==> config.mk <==
export PLATFORM = sky130hd
export DESIGN_NAME = lpad_guard
export DESIGN_NICKNAME = d
export VERILOG_FILES = /design/src/rtl/lpad_pkg.sv /design/src/rtl/lpad_enables.sv /design/src/rtl/lpad_tracker.sv /design/src/rtl/lpad_guard.sv
export SDC_FILE = /design/constraint.sdc
export NUM_CORES = 1
export LEC_CHECK = 0
export BUFFER_PORTS_ARGS = -buffer_cell sky130_fd_sc_hd__buf_2
export CORE_ASPECT_RATIO = 0.8
export CORE_MARGIN = 4
export CORE_UTILIZATION = 28
export CTS_BUF_LIST = sky130_fd_sc_hd__clkbuf_16
export CTS_CLUSTER_DIAMETER = 120
export DETAILED_ROUTE_END_ITERATION = 10
export PLACE_DENSITY = 0.78
export SLEW_MARGIN = 20
export SYNTH_ARGS = -nofsm -noshare
export SYNTH_HDL_FRONTEND = slang
export SYNTH_SLANG_ARGS = --single-unit
==> constraint.sdc <==
create_clock -name clk -period 0.95 [get_ports clk]
set_input_delay 0.1425 -clock clk [delete_from_list [all_inputs] [get_ports clk]]
set_output_delay 0.1425 -clock clk [all_outputs]
set_load 0.01 [all_outputs]
==> src/rtl/lpad_pkg.sv <==
package lpad_pkg;

    typedef enum logic [1:0] {
        MODE_U   = 2'd0,
        MODE_S   = 2'd1,
        MODE_RSV = 2'd2,
        MODE_M   = 2'd3
    } mode_e;

    typedef struct packed {
        logic en_u;
        logic en_s;
        logic en_m;
    } enables_t;

    typedef struct packed {
        logic track;
        logic sprev;
        logic mprev;
    } trk_t;

endpackage

==> src/rtl/lpad_enables.sv <==
module lpad_enables
    import lpad_pkg::*;
(
    input  logic       clk,
    input  logic       rst_n,
    input  logic [1:0] cur_mode,
    input  logic       wr,
    input  logic [1:0] wr_mode,
    input  logic       wr_val,
    output logic       en_u,
    output logic       en_s,
    output logic       en_m
);

    enables_t en_d, en_q;
    logic     from_s_or_m;
    logic     from_m;

    always_comb begin
        from_m      = (cur_mode == MODE_M);
        from_s_or_m = from_m || (cur_mode == MODE_S);
        en_d        = en_q;
        if (wr) begin
            case (wr_mode)
                MODE_U:  if (from_s_or_m) en_d.en_u = wr_val;
                MODE_S:  if (from_m) en_d.en_s = wr_val;
                MODE_M:  if (from_m && wr_val) en_d.en_m = 1'b1;
                default: en_d = en_q;
            endcase
        end
    end

    always_ff @(posedge clk) begin
        if (!rst_n) en_q <= '0;
        else        en_q <= en_d;
    end

    assign en_u = en_q.en_u;
    assign en_s = en_q.en_s;
    assign en_m = en_q.en_m;

    // code running in U mode can change no enable
    a_r7_user_cannot_write: assert property (@(posedge clk) disable iff (!rst_n)
        (cur_mode == MODE_U) |=> $stable(en_q));

    // the S enable moves only under M mode
    a_r7_s_needs_machine: assert property (@(posedge clk) disable iff (!rst_n)
        (cur_mode != MODE_M) |=> $stable(en_q.en_s));

    // the M enable is sticky once set
    a_r7_m_sticky: assert property (@(posedge clk) disable iff (!rst_n)
        en_q.en_m |=> en_q.en_m);

endmodule

==> src/rtl/lpad_tracker.sv <==
module lpad_tracker
    import lpad_pkg::*;
#(
    parameter int              ILEN     = 32,
    parameter logic [ILEN-1:0] PAD_WORD = 32'h0050_0013
) (
    input  logic            clk,
    input  logic            rst_n,
    input  logic [1:0]      cur_mode,
    input  logic            ret_valid,
    input  logic [ILEN-1:0] ret_instr,
    input  logic            ret_is_ijump,
    input  logic            en_u,
    input  logic            en_s,
    input  logic            en_m,
    input  logic            trap_taken,
    input  logic [1:0]      trap_to_mode,
    input  logic            sret,
    input  logic            mret,
    input  logic            pv_wr,
    input  logic            pv_wr_m,
    input  logic            pv_wr_val,
    output logic            viol,
    output logic            track,
    output logic            sprev,
    output logic            mprev
);

    trk_t trk_d, trk_q;
    logic is_pad;
    logic cur_en;

    always_comb begin
        is_pad = (ret_instr == PAD_WORD);
        case (cur_mode)
            MODE_U:  cur_en = en_u;
            MODE_S:  cur_en = en_s;
            MODE_M:  cur_en = en_m;
            default: cur_en = 1'b0;
        endcase
        viol  = ret_valid && !trap_taken && trk_q.track && !is_pad;
        trk_d = trk_q;
        if (trap_taken) begin
            if (trap_to_mode == MODE_M)      trk_d.mprev = trk_q.track;
            else if (trap_to_mode == MODE_S) trk_d.sprev = trk_q.track;
            trk_d.track = 1'b0;
        end else if (mret) begin
            trk_d.track = trk_q.mprev;
            trk_d.mprev = 1'b0;
        end else if (sret) begin
            trk_d.track = trk_q.sprev;
            trk_d.sprev = 1'b0;
        end else begin
            if (pv_wr) begin
                if (pv_wr_m) begin
                    if (cur_mode == MODE_M) trk_d.mprev = pv_wr_val;
                end else if (cur_mode == MODE_M || cur_mode == MODE_S) begin
                    trk_d.sprev = pv_wr_val;
                end
            end
            if (ret_valid && !viol) begin
                if (is_pad)                      trk_d.track = 1'b0;
                else if (ret_is_ijump && cur_en) trk_d.track = 1'b1;
            end
        end
    end

    always_ff @(posedge clk) begin
        if (!rst_n) trk_q <= '0;
        else        trk_q <= trk_d;
    end

    assign track = trk_q.track;
    assign sprev = trk_q.sprev;
    assign mprev = trk_q.mprev;

    // a jump in a disabled mode leaves a clear flag clear
    a_r2_disabled_no_arm: assert property (@(posedge clk) disable iff (!rst_n)
        (ret_valid && ret_is_ijump && !cur_en && !trk_q.track && !trap_taken && !sret && !mret)
        |=> !trk_q.track);

    // a suppressed retirement keeps the flag armed
    a_r3_hold_on_violation: assert property (@(posedge clk) disable iff (!rst_n)
        (viol && !sret && !mret) |=> trk_q.track);

    // the landing pad discharges the flag
    a_r4_pad_clears: assert property (@(posedge clk) disable iff (!rst_n)
        (ret_valid && is_pad && !trap_taken && !sret && !mret) |=> !trk_q.track);

    // a trap into M saves the flag and clears it
    a_r5_save_machine: assert property (@(posedge clk) disable iff (!rst_n)
        (trap_taken && trap_to_mode == MODE_M)
        |=> (trk_q.mprev == $past(trk_q.track)) && !trk_q.track);

    // MRET consumes the saved M bit
    a_r6_mret_clears: assert property (@(posedge clk) disable iff (!rst_n)
        (mret && !trap_taken) |=> !trk_q.mprev);

endmodule

==> src/rtl/lpad_guard.sv <==
module lpad_guard
    import lpad_pkg::*;
#(
    parameter int               ILEN      = 32,
    parameter logic [ILEN-1:0]  PAD_WORD  = 32'h0050_0013,
    parameter int               CAUSE_W   = 4,
    parameter logic [CAUSE_W-1:0] CAUSE_ILL = 4'd2
) (
    input  logic            clk,
    input  logic            rst_n,
    input  logic [1:0]      cur_mode,
    input  logic            ret_valid,
    input  logic [ILEN-1:0] ret_instr,
    input  logic            ret_is_ijump,
    input  logic            trap_taken,
    input  logic [1:0]      trap_to_mode,
    input  logic            sret,
    input  logic            mret,
    input  logic            en_wr,
    input  logic [1:0]      en_wr_mode,
    input  logic            en_wr_val,
    input  logic            pv_wr,
    input  logic            pv_wr_m,
    input  logic            pv_wr_val,
    output logic            trap_req,
    output logic [CAUSE_W-1:0] trap_cause,
    output logic            track,
    output logic            sprev,
    output logic            mprev,
    output logic            en_u,
    output logic            en_s,
    output logic            en_m
);

    logic viol;

    lpad_enables i_enables (
        .clk     (clk),
        .rst_n   (rst_n),
        .cur_mode(cur_mode),
        .wr      (en_wr),
        .wr_mode (en_wr_mode),
        .wr_val  (en_wr_val),
        .en_u    (en_u),
        .en_s    (en_s),
        .en_m    (en_m)
    );

    lpad_tracker #(
        .ILEN    (ILEN),
        .PAD_WORD(PAD_WORD)
    ) i_tracker (
        .clk         (clk),
        .rst_n       (rst_n),
        .cur_mode    (cur_mode),
        .ret_valid   (ret_valid),
        .ret_instr   (ret_instr),
        .ret_is_ijump(ret_is_ijump),
        .en_u        (en_u),
        .en_s        (en_s),
        .en_m        (en_m),
        .trap_taken  (trap_taken),
        .trap_to_mode(trap_to_mode),
        .sret        (sret),
        .mret        (mret),
        .pv_wr       (pv_wr),
        .pv_wr_m     (pv_wr_m),
        .pv_wr_val   (pv_wr_val),
        .viol        (viol),
        .track       (track),
        .sprev       (sprev),
        .mprev       (mprev)
    );

    assign trap_req   = viol;
    assign trap_cause = viol ? CAUSE_ILL : '0;

    // the cause code accompanies every trap request
    a_r3_cause_with_req: assert property (@(posedge clk) disable iff (!rst_n)
        trap_req |-> (trap_cause == CAUSE_ILL));

endmodule

==> out/qor.yml, run 1 <==
run_status: "finished with violations"
violations: "negative setup slack"
die_height_um: 46.1
detailed_place_hpwl_mm: 1.86
power_density_nw_per_um2: 1100
effective_utilization_at_floorplan: 0.302
yosysSeqAreaShare: 0.237
worst_r2r_path_depth: 4
wl_mm: 2.61
syn_area_per_cell_sq_um: 7.04
met2WireLength_mm: 1.42
fp.coreArea_sq_um: 1680
cp_max_fo: 2
clock.fmax_mhz: 862
design.die.area_sq_um: 2560
number_of_global_route_vias_before_repair: 876
max_transition_viols_final: 0
final_period_minus_worst_setup_slack_ns: 1.16
routed_via_density: 5.23
post_synth_instance_area_sq_um: 507
type_of_the_worst_setup_path: "input pin to primary output"
tritoncts.num_buffers: 3
timing.final.setup_violations: 3
layout_setup_ws_ns: -0.210
initial_antenna_violation_count: 0
dr_total_vias: 853
grt_pass1_wl_mm: 3.86
maxUsedRoutingLayer: "met4"
post_route_cells_drive_above_1_share: 0.617
fillerInstances: 129
count_of_nets_left_with_antenna_violations_after_detail_routing: 0
final-hold-violation-count: 0
drt-met1-wl_um: 886
die_w_um: 55.6
postSynthRegisterBits: 6
gr_ovfl_total: 0
post_synth_num_cell_types: 28
rsz0062_at_grt: "yes"
total_leakage_power_nw: 0.547
crit_path_end_kind: "primary output"
holdPathStages: 3
grt.total_usage: 0.203
synthesis.yosys.warnings: 0
post-route-drc-count: 0
cts_max_level: 1
drt_first_iter_violations: 18
cts.root.buffer_cell: "clkbuf_16"
hp-class: "input pin to flop"
clk_path_buf_depth: 2
required_ns: 0.81
area_growth_pct: 126
vdd_ir_drop_max_mv: 1.19
routed_wire_length_per_instance_um: 16.0
nets: 193
worst_path_max_delay_cell: "nor4bb_4"
clk-insertion-delay-late_ns: 0.22
cts_tree: "done"
gp_congestion: 0.875
synth_cells: 72
placementRows: 13
routed-wl-met3_um: 179
start_kind: "input pin"
io-pin-count: 61
setup_total_negative_slack_ns: -0.446
power_mw: 1.26
grt_max_degree: 7
drv.max_cap_violation_count: 0
final_min_period_over_clock_period: 1.22
crit_chain: "buf_6 -> nor4bb_4 -> nand4_1 -> nor2_1 -> nor3_2 -> buf_2"
numPortBuffers: 57
mostFrequentLayoutCell: "buf_2"
detail_route.first_pass.iterations: 6
insertedDiodeCount: 0
cp_slowest_stage_delay_ns: 0.27
worst-endpoint-arrival_ns: 1.02
timing.clock.skew_ns: 0.00381
clock-sinks: 6
cts.clk_slew.worst_paths_ns: 0.03
final_cell_mix: "buf_2, buf_4, buf_6"
## state kept, by name, indices dropped and copies added (netlist names)
signal,flops
i_tracker.sprev,1
i_enables.en_m,1
i_tracker.track,1
i_enables.en_u,1
i_tracker.mprev,1
i_enables.en_s,1
## where the power goes
part | leakage, nW | internal (mW) | total (mW) | switching [mW]
sequential | 0.0493 | 0.264 | 0.272 | 0.00839
combinational | 0.460 | 0.174 | 0.317 | 0.142
clock | 0.0370 | 0.539 | 0.671 | 0.131
## worst max-delay path: cells and delay by family
family | cells | cell delay [ns]
simple gates | 4 | 0.65
buf+inv | 2 | 0.24
## timing repair
item | in CTS | in global routing
pin swaps | 11 | 13
resized for setup | 14 | 11
setup buffers | 4 | 0
setup endpoints to repair | 4 | 5
hold buffers | 0 | 0
gates cloned | 0 | 0
## kinds of logic (layout without fill, tap and decap cells)
group / Yosys count / in the layout / share of synthesized area
flops: 6 / 6 / 0.237
mux: 2 / 2 / 0.0395
simple gates: 42 / 42 / 0.449
compound gates: 12 / 12 / 0.168
buf+inv: 9 / 76 / 0.0987
other cells: 1 / 3 / 0.00740
## Yosys cell counts (all sizes together)
| cell type | number | area, sq um |
|---|---|---|
| nand3b | 1 | 7.51 |
| mux2i | 2 | 20.0 |
| a21oi | 4 | 20.0 |
| nor4 | 5 | 31.3 |
| a222oi | 1 | 10.0 |
| or3 | 1 | 6.26 |
| nand2 | 9 | 33.8 |
| o22ai | 1 | 6.26 |
| nand3 | 1 | 5.00 |
| inv | 4 | 15.0 |
| nor3 | 4 | 20.0 |
| dfxtp | 6 | 120 |
| nor2 | 9 | 33.8 |
| nand4 | 4 | 25.0 |
| and3b | 1 | 8.76 |
| nor4bb | 1 | 10.0 |
| o32ai | 1 | 16.3 |
| nand2b | 1 | 6.26 |
| conb | 1 | 3.75 |
| o21ai | 4 | 23.8 |
| nor4b | 3 | 26.3 |
| nor2b | 1 | 6.26 |
| nor3b | 1 | 7.51 |
| buf | 5 | 35.0 |
| a311oi | 1 | 8.76 |
## through the flow
step	utilization	hold slack [ns]	std cells	setup slack (ns)	area (sq um)
after floorplan	-	0.279	74	-0.0572	552
after global placement	0.540	0.418	158	-0.207	905
after detailed placement	0.540	0.429	158	-0.257	905
after CTS	0.650	0.200	163	-0.208	1090
after global routing	0.685	0.212	163	-0.247	1150
final	0.685	0.203	163	-0.210	1150
## metal layers
layer	vias to the layer above	global-route usage
li1	399	-
met1	401	0.172
met2	41	0.458
met3	12	0.0308
met4	0	0.117
met5	-	0
## worst paths after layout
check                  start         endpoint  slack (ns)
max             ret_instr[6]         trap_req       -0.21
min                en_wr_val   i_enables.en_s        0.20
max reg2reg   i_enables.en_s  i_tracker.track       -0.02
min reg2reg  i_tracker.sprev  i_tracker.sprev        0.49
## area by class of cell
class                           count  area [sq um]  share of cell area
Clock buffer                        3          75.1              0.0654
Inverter                            4          15.0              0.0131
Multi-Input combinational cell     59           464               0.405
Sequential cell                     6           121               0.106
Tap cell                           22          27.5              0.0240
Timing Repair Buffer               69           444               0.387
Power figures use the tool's default switching activity.
==> inputs of run 2 (changes only) <==
Settings changed: ABC_AREA set to 1, CORE_UTILIZATION 28 to 31, PLACE_DENSITY 0.78 to 0.79, SLEW_MARGIN 20 to 30.
==> run 2 against run 1 <==
  * Highest routed layer unchanged
  * Combinational power decreased by 18%
  * Utilization decreased by 12 points
  * The run still ends with negative setup slack left
  * First-iteration DRC count unchanged
  * Power decreased by 2.3%
  * Via count increased by 2.6%
  * Clock power increased by 3.9%
  * Sequential cell count unchanged
  * Non-clock buffer count decreased by 9
  * Wire length decreased by 24%
  * Critical path type is now flop to primary output
==> out/qor.yml, run 2 <==
start_kind: "flop"  # was input pin
placedCellCount: 193  # was 158
insertedDiodeCount: 0  # unchanged
run_status: "finished with violations"  # unchanged
routed_wire_length_per_instance_um: 9.97  # was 16.0 um
nets: 226  # was 193
gp_congestion: 0.827  # was 0.875
maxUsedRoutingLayer: "met4"  # unchanged
syn_area_per_cell_sq_um: 5.37  # was 7.04 sq um
postSynthRegisterBits: 6  # unchanged
holdPathStages: 3  # unchanged
initial_antenna_violation_count: 0  # unchanged
gr_ovfl_total: 0  # unchanged
vdd_ir_drop_max_mv: 0.795  # was 1.19 mV
worst_r2r_path_depth: 6  # was 4
routed_via_density: 4.42  # was 5.23
drt_first_iter_violations: 18  # unchanged
routed-wl-met3_um: 165  # was 179 um
area_growth_pct: 74.4  # was 126%
tritoncts.num_buffers: 3  # unchanged
synth.top_cells.by_count: "inv_1, nand2_1, nor2_1"  # was nand2_1, nor2_1, dfxtp_1
final_period_minus_worst_setup_slack_ns: 1.04  # was 1.16 ns
yosys-top-cells-area: "dfxtp_1, inv_1, nand2_1, nor2_1, a21oi_1"  # was dfxtp_1, nand2_1, nor2_1, nor4_1, buf_4
final.hold.worst_slack_ns: 0.203  # about the same
type_of_the_worst_setup_path: "flop to primary output"  # was input pin to primary output
power_mw: 1.23  # was 1.26 mW
post_synth_instance_area_sq_um: 607  # was 507 sq um
die_height_um: 47.6  # was 46.1 um
synthesis.yosys.warnings: 0  # unchanged
fraction_of_power_consumed_by_the_clock_network: 0.566  # was 0.532
effective_utilization_at_floorplan: 0.324  # was 0.302
drt-met1-wl_um: 757  # was 886 um
count_of_nets_left_with_antenna_violations_after_detail_routing: 0  # unchanged
clock.fmax_mhz: 962  # was 862 MHz
max_transition_viols_final: 0  # unchanged
fin_cells: 198  # was 163
post-route-drc-count: 0  # unchanged
final_cell_mix: "buf_2, inv_1, nand2_1"  # was buf_2, buf_4, buf_6
post_synth_num_cell_types: 20  # was 28
seq_power_share: 0.222  # was 0.216
grt.total_usage: 0.146  # was 0.203
design.die.area_sq_um: 2730  # was 2560 sq um
io-pin-count: 61  # unchanged
p_sw_mw: 0.289  # was 0.282 mW
hp-class: "input pin to flop"  # unchanged
drv.max_cap_violation_count: 0  # unchanged
swShare: 0.235  # was 0.224
power_report.internal_total_mw: 0.941  # was 0.978 mW
ffs_w_async_s_r_synth: 0  # unchanged
total_leakage_power_nw: 0.611  # was 0.547 nW
final_min_period_over_clock_period: 1.09  # was 1.22
synth_edf_count: 0  # unchanged
rsz0062_at_grt: "yes"  # unchanged
timing.final.setup_violations: 3  # unchanged
yosysSeqAreaShare: 0.198  # was 0.237
power_density_nw_per_um2: 1160  # was 1100 nW/um^2
grt_max_degree: 8  # was 7
mostFrequentLayoutCell: "buf_2"  # unchanged
crit_path_end_kind: "primary output"  # unchanged
number_of_global_route_vias_before_repair: 793  # was 876
p_comb_frac: 0.212  # was 0.251
post_route_cells_drive_above_1_share: 0.466  # was 0.617
detailed_place_hpwl_mm: 1.64  # was 1.86 mm
layout_setup_ws_ns: -0.0895  # was -0.210 ns
synth-main-ff-cell: "dfxtp_1"  # unchanged
clk_path_buf_depth: 2  # unchanged
numPortBuffers: 57  # unchanged
met2WireLength_mm: 1.01  # was 1.42 mm
yosys.cell_count.top_type: "inv_1"
wl_mm: 1.98  # was 2.61 mm
fp.coreArea_sq_um: 1870  # was 1680 sq um
required_ns: 0.81  # about the same
detail_route.first_pass.iterations: 5  # was 6
die_w_um: 57.5  # was 55.6 um
synth_top_cell_by_area: "dfxtp_1"  # unchanged
worst-endpoint-arrival_ns: 0.90  # was 1.02 ns
fillerInstances: 190  # was 129
violations: "negative setup slack"  # unchanged
cts.clk_slew.worst_paths_ns: 0.03  # about the same
dr_total_vias: 875  # was 853
synth_top_area_frac: 0.198  # was 0.237
clock-sinks: 6  # unchanged
synth_cells: 113  # was 72
grt_pass1_wl_mm: 3.03  # was 3.86 mm
holdBufCountCts: 0  # unchanged
timing.clock.skew_ns: 0.000264  # was 0.00381 ns
cts_max_level: 1  # unchanged
cp_max_fo: 2  # unchanged
placementRows: 14  # was 13
final-hold-violation-count: 0  # unchanged
cts_tree: "done"  # unchanged
clk-insertion-delay-late_ns: 0.23  # was 0.22 ns
setup_total_negative_slack_ns: -0.199  # was -0.446 ns
cts.root.buffer_cell: "clkbuf_16"  # unchanged
==> run 2: changes by cell type in the layout (fill, tap and decap cells not counted), moves of 5 or more <==
cell,change
buf_2,+6
buf_4,-10
buf_6,-5
inv_1,+20
inv_2,+5
nand2_1,+15
nor2_1,+8
==> run 2: kinds of logic (layout without fill, tap and decap cells) <==
family,after synthesis,count (layout),share of synthesized area
flip-flops,6,6,0.198
AND/OR/NAND/NOR,54,54,0.373
buffers and inverters,33,92,0.229
AO/OA/AOI/OAI,19,19,0.194
other,1,3,0.00618
==> run 2: worst paths after layout <==
| path | start | endpoint | slack [ns] |
|---|---|---|---|
| setup / recovery | i_tracker.track | trap_cause[1] | -0.09 |
| hold / removal | rst_n | i_enables.en_u | 0.20 |
| setup reg to reg | i_enables.en_u | i_tracker.track | 0.04 |
| hold reg to reg | i_enables.en_m | i_enables.en_m | 0.49 |
==> run 2: cell type report <==
type / instances / area [sq um] / area share
Clock buffer: 3 / 75.1 / 0.0709
Inverter: 29 / 109 / 0.103
Multi-Input combinational cell: 76 / 374 / 0.353
Sequential cell: 6 / 128 / 0.121
Tap cell: 24 / 30.0 / 0.0284
Timing Repair Buffer: 60 / 343 / 0.324
==> run 2: through the flow <==
stage / utilization / setup WS, ns / area (sq um)
after floorplan: - / 0.0124 / 619
final: 0.565 / -0.0895 / 1060
after global routing: 0.565 / -0.117 / 1060
after global placement: 0.487 / -0.108 / 912
after detailed placement: 0.487 / -0.108 / 912
after CTS: 0.538 / -0.0988 / 1010
==> run 2: timing repair <==
action,in CTS,in global routing
resized for setup,3,15
buffers inserted,1,1
pin swaps,0,13
endpoints found under the setup margin,2,5
gates cloned,0,0
==> run 2: critical path, stage by stage (launching register included) <==
cell and delay, ns:
dfxtp_4 0.34, nand3_2 0.07, a21oi_2 0.12, buf_2 0.14
==> run 2: power groups by stage <==
stage / clock (mW) / combinational [mW] / sequential (mW)
6_report: 0.697 / 0.261 / 0.273
5_1_grt: 0.711 / 0.297 / 0.273
4_1_cts: 0.703 / 0.250 / 0.272
3_5_place_dp: 0 / 0.240 / 0.278
3_3_place_gp: 0 / 0.233 / 0.278
2_1_floorplan: 0 / 0.105 / 0.282
==> run 2: routing by layer <==
metal  GRT usage  up-vias
li1            -      463
met1       0.163      376
met2       0.257       32
met3      0.0377        4
met4      0.0926        0
met5           0        -
==> inputs of run 3 (changes only) <==
--- a/config.mk
+++ b/config.mk
@@ -11,3 +11,3 @@
 export CORE_MARGIN = 4
-export CORE_UTILIZATION = 31
+export CORE_UTILIZATION = 37
 export CTS_BUF_LIST = sky130_fd_sc_hd__clkbuf_16
@@ -15,3 +15,3 @@
 export DETAILED_ROUTE_END_ITERATION = 10
-export PLACE_DENSITY = 0.79
+export PLACE_DENSITY = 0.88
 export SLEW_MARGIN = 30
==> constraint.sdc (replaced) <==
create_clock -name clk -period 1.33 [get_ports clk]
set_input_delay 0.1995 -clock clk [delete_from_list [all_inputs] [get_ports clk]]
set_output_delay 0.1995 -clock clk [all_outputs]
set_load 0.02 [all_outputs]
==> run 3 against run 2 <==
  * The flow now finishes without violations
  * Clock power is 28% lower
  * Clock-buffer cell count stayed put
  * Sequential share of layout area is 0.38 points higher
  * Die area is 14% lower
  * Setup slack better by 0.22 ns
  * Critical endpoint unchanged
  * Largest cell class unchanged
==> out/qor.yml, run 3 (same netlist as run 2, synthesis figures left out) <==
holdPathStages: 3  # unchanged
hold_end: "i_enables.en_u"  # unchanged
finalCoreUtilization: 0.663  # was 0.565
total_leakage_power_nw: 0.588  # was 0.611 nW
type_of_the_worst_setup_path: "flop to primary output"  # unchanged
post_route_cells_drive_above_1_share: 0.392  # was 0.466
cts.root.buffer_cell: "clkbuf_16"  # unchanged
effective_utilization_at_floorplan: 0.412  # was 0.324
cts_max_level: 1  # unchanged
vdd_ir_drop_max_mv: 0.842  # was 0.795 mV
mostFrequentLayoutCell: "buf_2"  # unchanged
timing.final.setup_violations: 0  # was 3
io-pin-count: 61  # unchanged
post_cts.repair.setup_buffers: 0  # was 1
fp.coreArea_sq_um: 1470  # was 1870 sq um
worst_path_max_delay_cell: "dfxtp_2"  # was dfxtp_4
r2r_end: "i_tracker.track"  # unchanged
nets: 223  # was 226
setup_total_negative_slack_ns: 0  # was -0.199 ns
crit_chain: "nand3_1 -> a21oi_2 -> buf_2"  # was nand3_2 -> a21oi_2 -> buf_2
gr_ovfl_total: 0  # unchanged
gp_congestion: 0.830  # was 0.827
hp-class: "input pin to flop"  # unchanged
drv.max_cap_violation_count: 0  # unchanged
insertedDiodeCount: 0  # unchanged
final-hold-violation-count: 0  # unchanged
routed_wire_length_per_instance_um: 10.4  # was 9.97 um
final_cell_mix: "buf_2, inv_1, nand2_1"  # unchanged
tritoncts.num_buffers: 3  # unchanged
timing.reg2reg.setup_slack_ns: 0.39  # was 0.04 ns
worst_path_dominant_cell_family: "flip-flops"  # unchanged
drt_first_iter_violations: 18  # unchanged
count_of_nets_left_with_antenna_violations_after_detail_routing: 0  # unchanged
area_growth_pct: 60.8  # was 74.4%
post_dp_cell_area_sq_um: 900  # was 912 sq um
grt.total_usage: 0.178  # was 0.146
final_min_period_over_clock_period: 0.906
design.die.area_sq_um: 2360  # was 2730 sq um
layout.area.seq_sq_um: 121  # was 128 sq um
power_density_nw_per_um2: 900  # was 1160 nW/um^2
post-route-drc-count: 0  # unchanged
detail_route.first_pass.iterations: 4  # was 5
dr_total_vias: 852  # was 875
numPortBuffers: 57  # unchanged
number_of_global_route_vias_before_repair: 749  # was 793
final_period_minus_worst_setup_slack_ns: 1.20
initial_antenna_violation_count: 0  # unchanged
holdBufCountCts: 0  # unchanged
placementRows: 12  # was 14
multi_input_area_sq_um: 359  # was 374 sq um
critical_path.reg2reg.startpoint: "i_enables.en_s"  # was i_enables.en_u
worst-endpoint-arrival_ns: 1.00  # was 0.90 ns
cp_max_fo: 5  # was 2
timing.clock.skew_ns: 0.00317  # was 0.000264 ns
fillerInstances: 138  # was 190
clock-sinks: 6  # unchanged
timing.critical_path.buf_inv: 1  # unchanged
worst_r2r_path_depth: 6  # unchanged
holdCritStartpoint: "rst_n"  # unchanged
start_kind: "flop"  # unchanged
run_status: "finished clean"  # was finished with violations
required_ns: 1.13  # was 0.81 ns
clk_path_buf_depth: 2  # unchanged
cts_tree: "done"  # unchanged
routed_via_density: 4.44  # was 4.42
clk-insertion-delay-late_ns: 0.23  # about the same
rsz0062_at_grt: "no"  # was yes
design_area_sq_um: 976  # was 1060 sq um
crit_path_end_kind: "primary output"  # unchanged
grt_max_degree: 8  # unchanged
die_w_um: 53.3  # was 57.5 um
die_height_um: 44.2  # was 47.6 um
wl_mm: 1.99  # was 1.98 mm
cts.clk_slew.worst_paths_ns: 0.04  # was 0.03 ns
clock.fmax_mhz: 830
cp_slowest_stage_delay_ns: 0.36  # was 0.34 ns
grt_pass1_wl_mm: 2.99  # was 3.03 mm
max_transition_viols_final: 0  # unchanged
detailed_place_hpwl_mm: 1.69  # was 1.64 mm
==> run 3: cell count changes in the layout (fill, tap and decap cells not counted), moves of 2 or more <==
cell / delta
nand3_1: +2
inv_1: +4
dfxtp_1: +3
nand3_2: -2
nor2_1: +2
inv_2: -4
buf_6: -6
buf_2: +5
nor2_2: -2
dfxtp_2: -2
buf_4: -2
==> run 3: worst max path at each step <==
stage | from | end | slack (ns) | cells past startpoint
3_5_place_dp | ret_instr[2] | trap_cause[1] | 0.16 | 8
4_1_cts | i_tracker.track | trap_cause[1] | 0.07 | 3
5_1_grt | ret_instr[8] | trap_cause[1] | 0.06 | 8
2_1_floorplan | i_tracker.track | trap_cause[1] | 0.08 | 3
3_3_place_gp | ret_instr[25] | trap_req | 0.20 | 7
6_report | i_tracker.track | trap_cause[1] | 0.13 | 3
==> run 3: worst reg2reg max path, cell delays in order (launching register included) <==
cell	delay [ns]
dfxtp_1	0.35
nand3_1	0.09
o211ai_1	0.10
nand2_1	0.07
nand2_1	0.08
nand3_2	0.08
a21oi_2	0.10
==> run 3: layout make-up <==
type,count,share of cell area
clock buffers,3,0.0769
inverters,29,0.112
multi-input cells,76,0.368
flip-flops and latches,6,0.124
well taps,21,0.0269
repair buffers,57,0.292
==> run 3: through the flow <==
stage	worst slack (ns)	cells	total power [mW]	hold slack, ns
after global placement	0.203	189	0.373	0.472
after floorplan	0.0772	115	0.286	0.338
after global routing	0.0565	192	0.924	0.264
after CTS	0.0744	192	0.883	0.249
final	0.126	192	0.878	0.249
after detailed placement	0.161	189	0.379	0.487
==> run 3: per-layer routing <==
layer | part of all wire | up-vias | GRT usage
met3 | 0.11 | 5 | 0.0606
li1 | - | 458 | -
met4 | 0.021 | 0 | 0.122
met5 | 0 | - | 0
met2 | 0.47 | 41 | 0.301
met1 | 0.39 | 348 | 0.183
==> run 3: repair_timing <==
item / in CTS / in global routing
gates resized for setup: 0 / 1
hold endpoints to repair: 0 / 0
endpoints found under the setup margin: 0 / 1
==> run 3: power breakdown <==
part           total [mW]  internal [mW]  switching, mW  leakage, nW
combinational       0.184         0.0864         0.0975        0.502
sequential          0.196          0.189        0.00614       0.0494
clock               0.499          0.387          0.112       0.0370
total               0.878          0.663          0.215        0.588
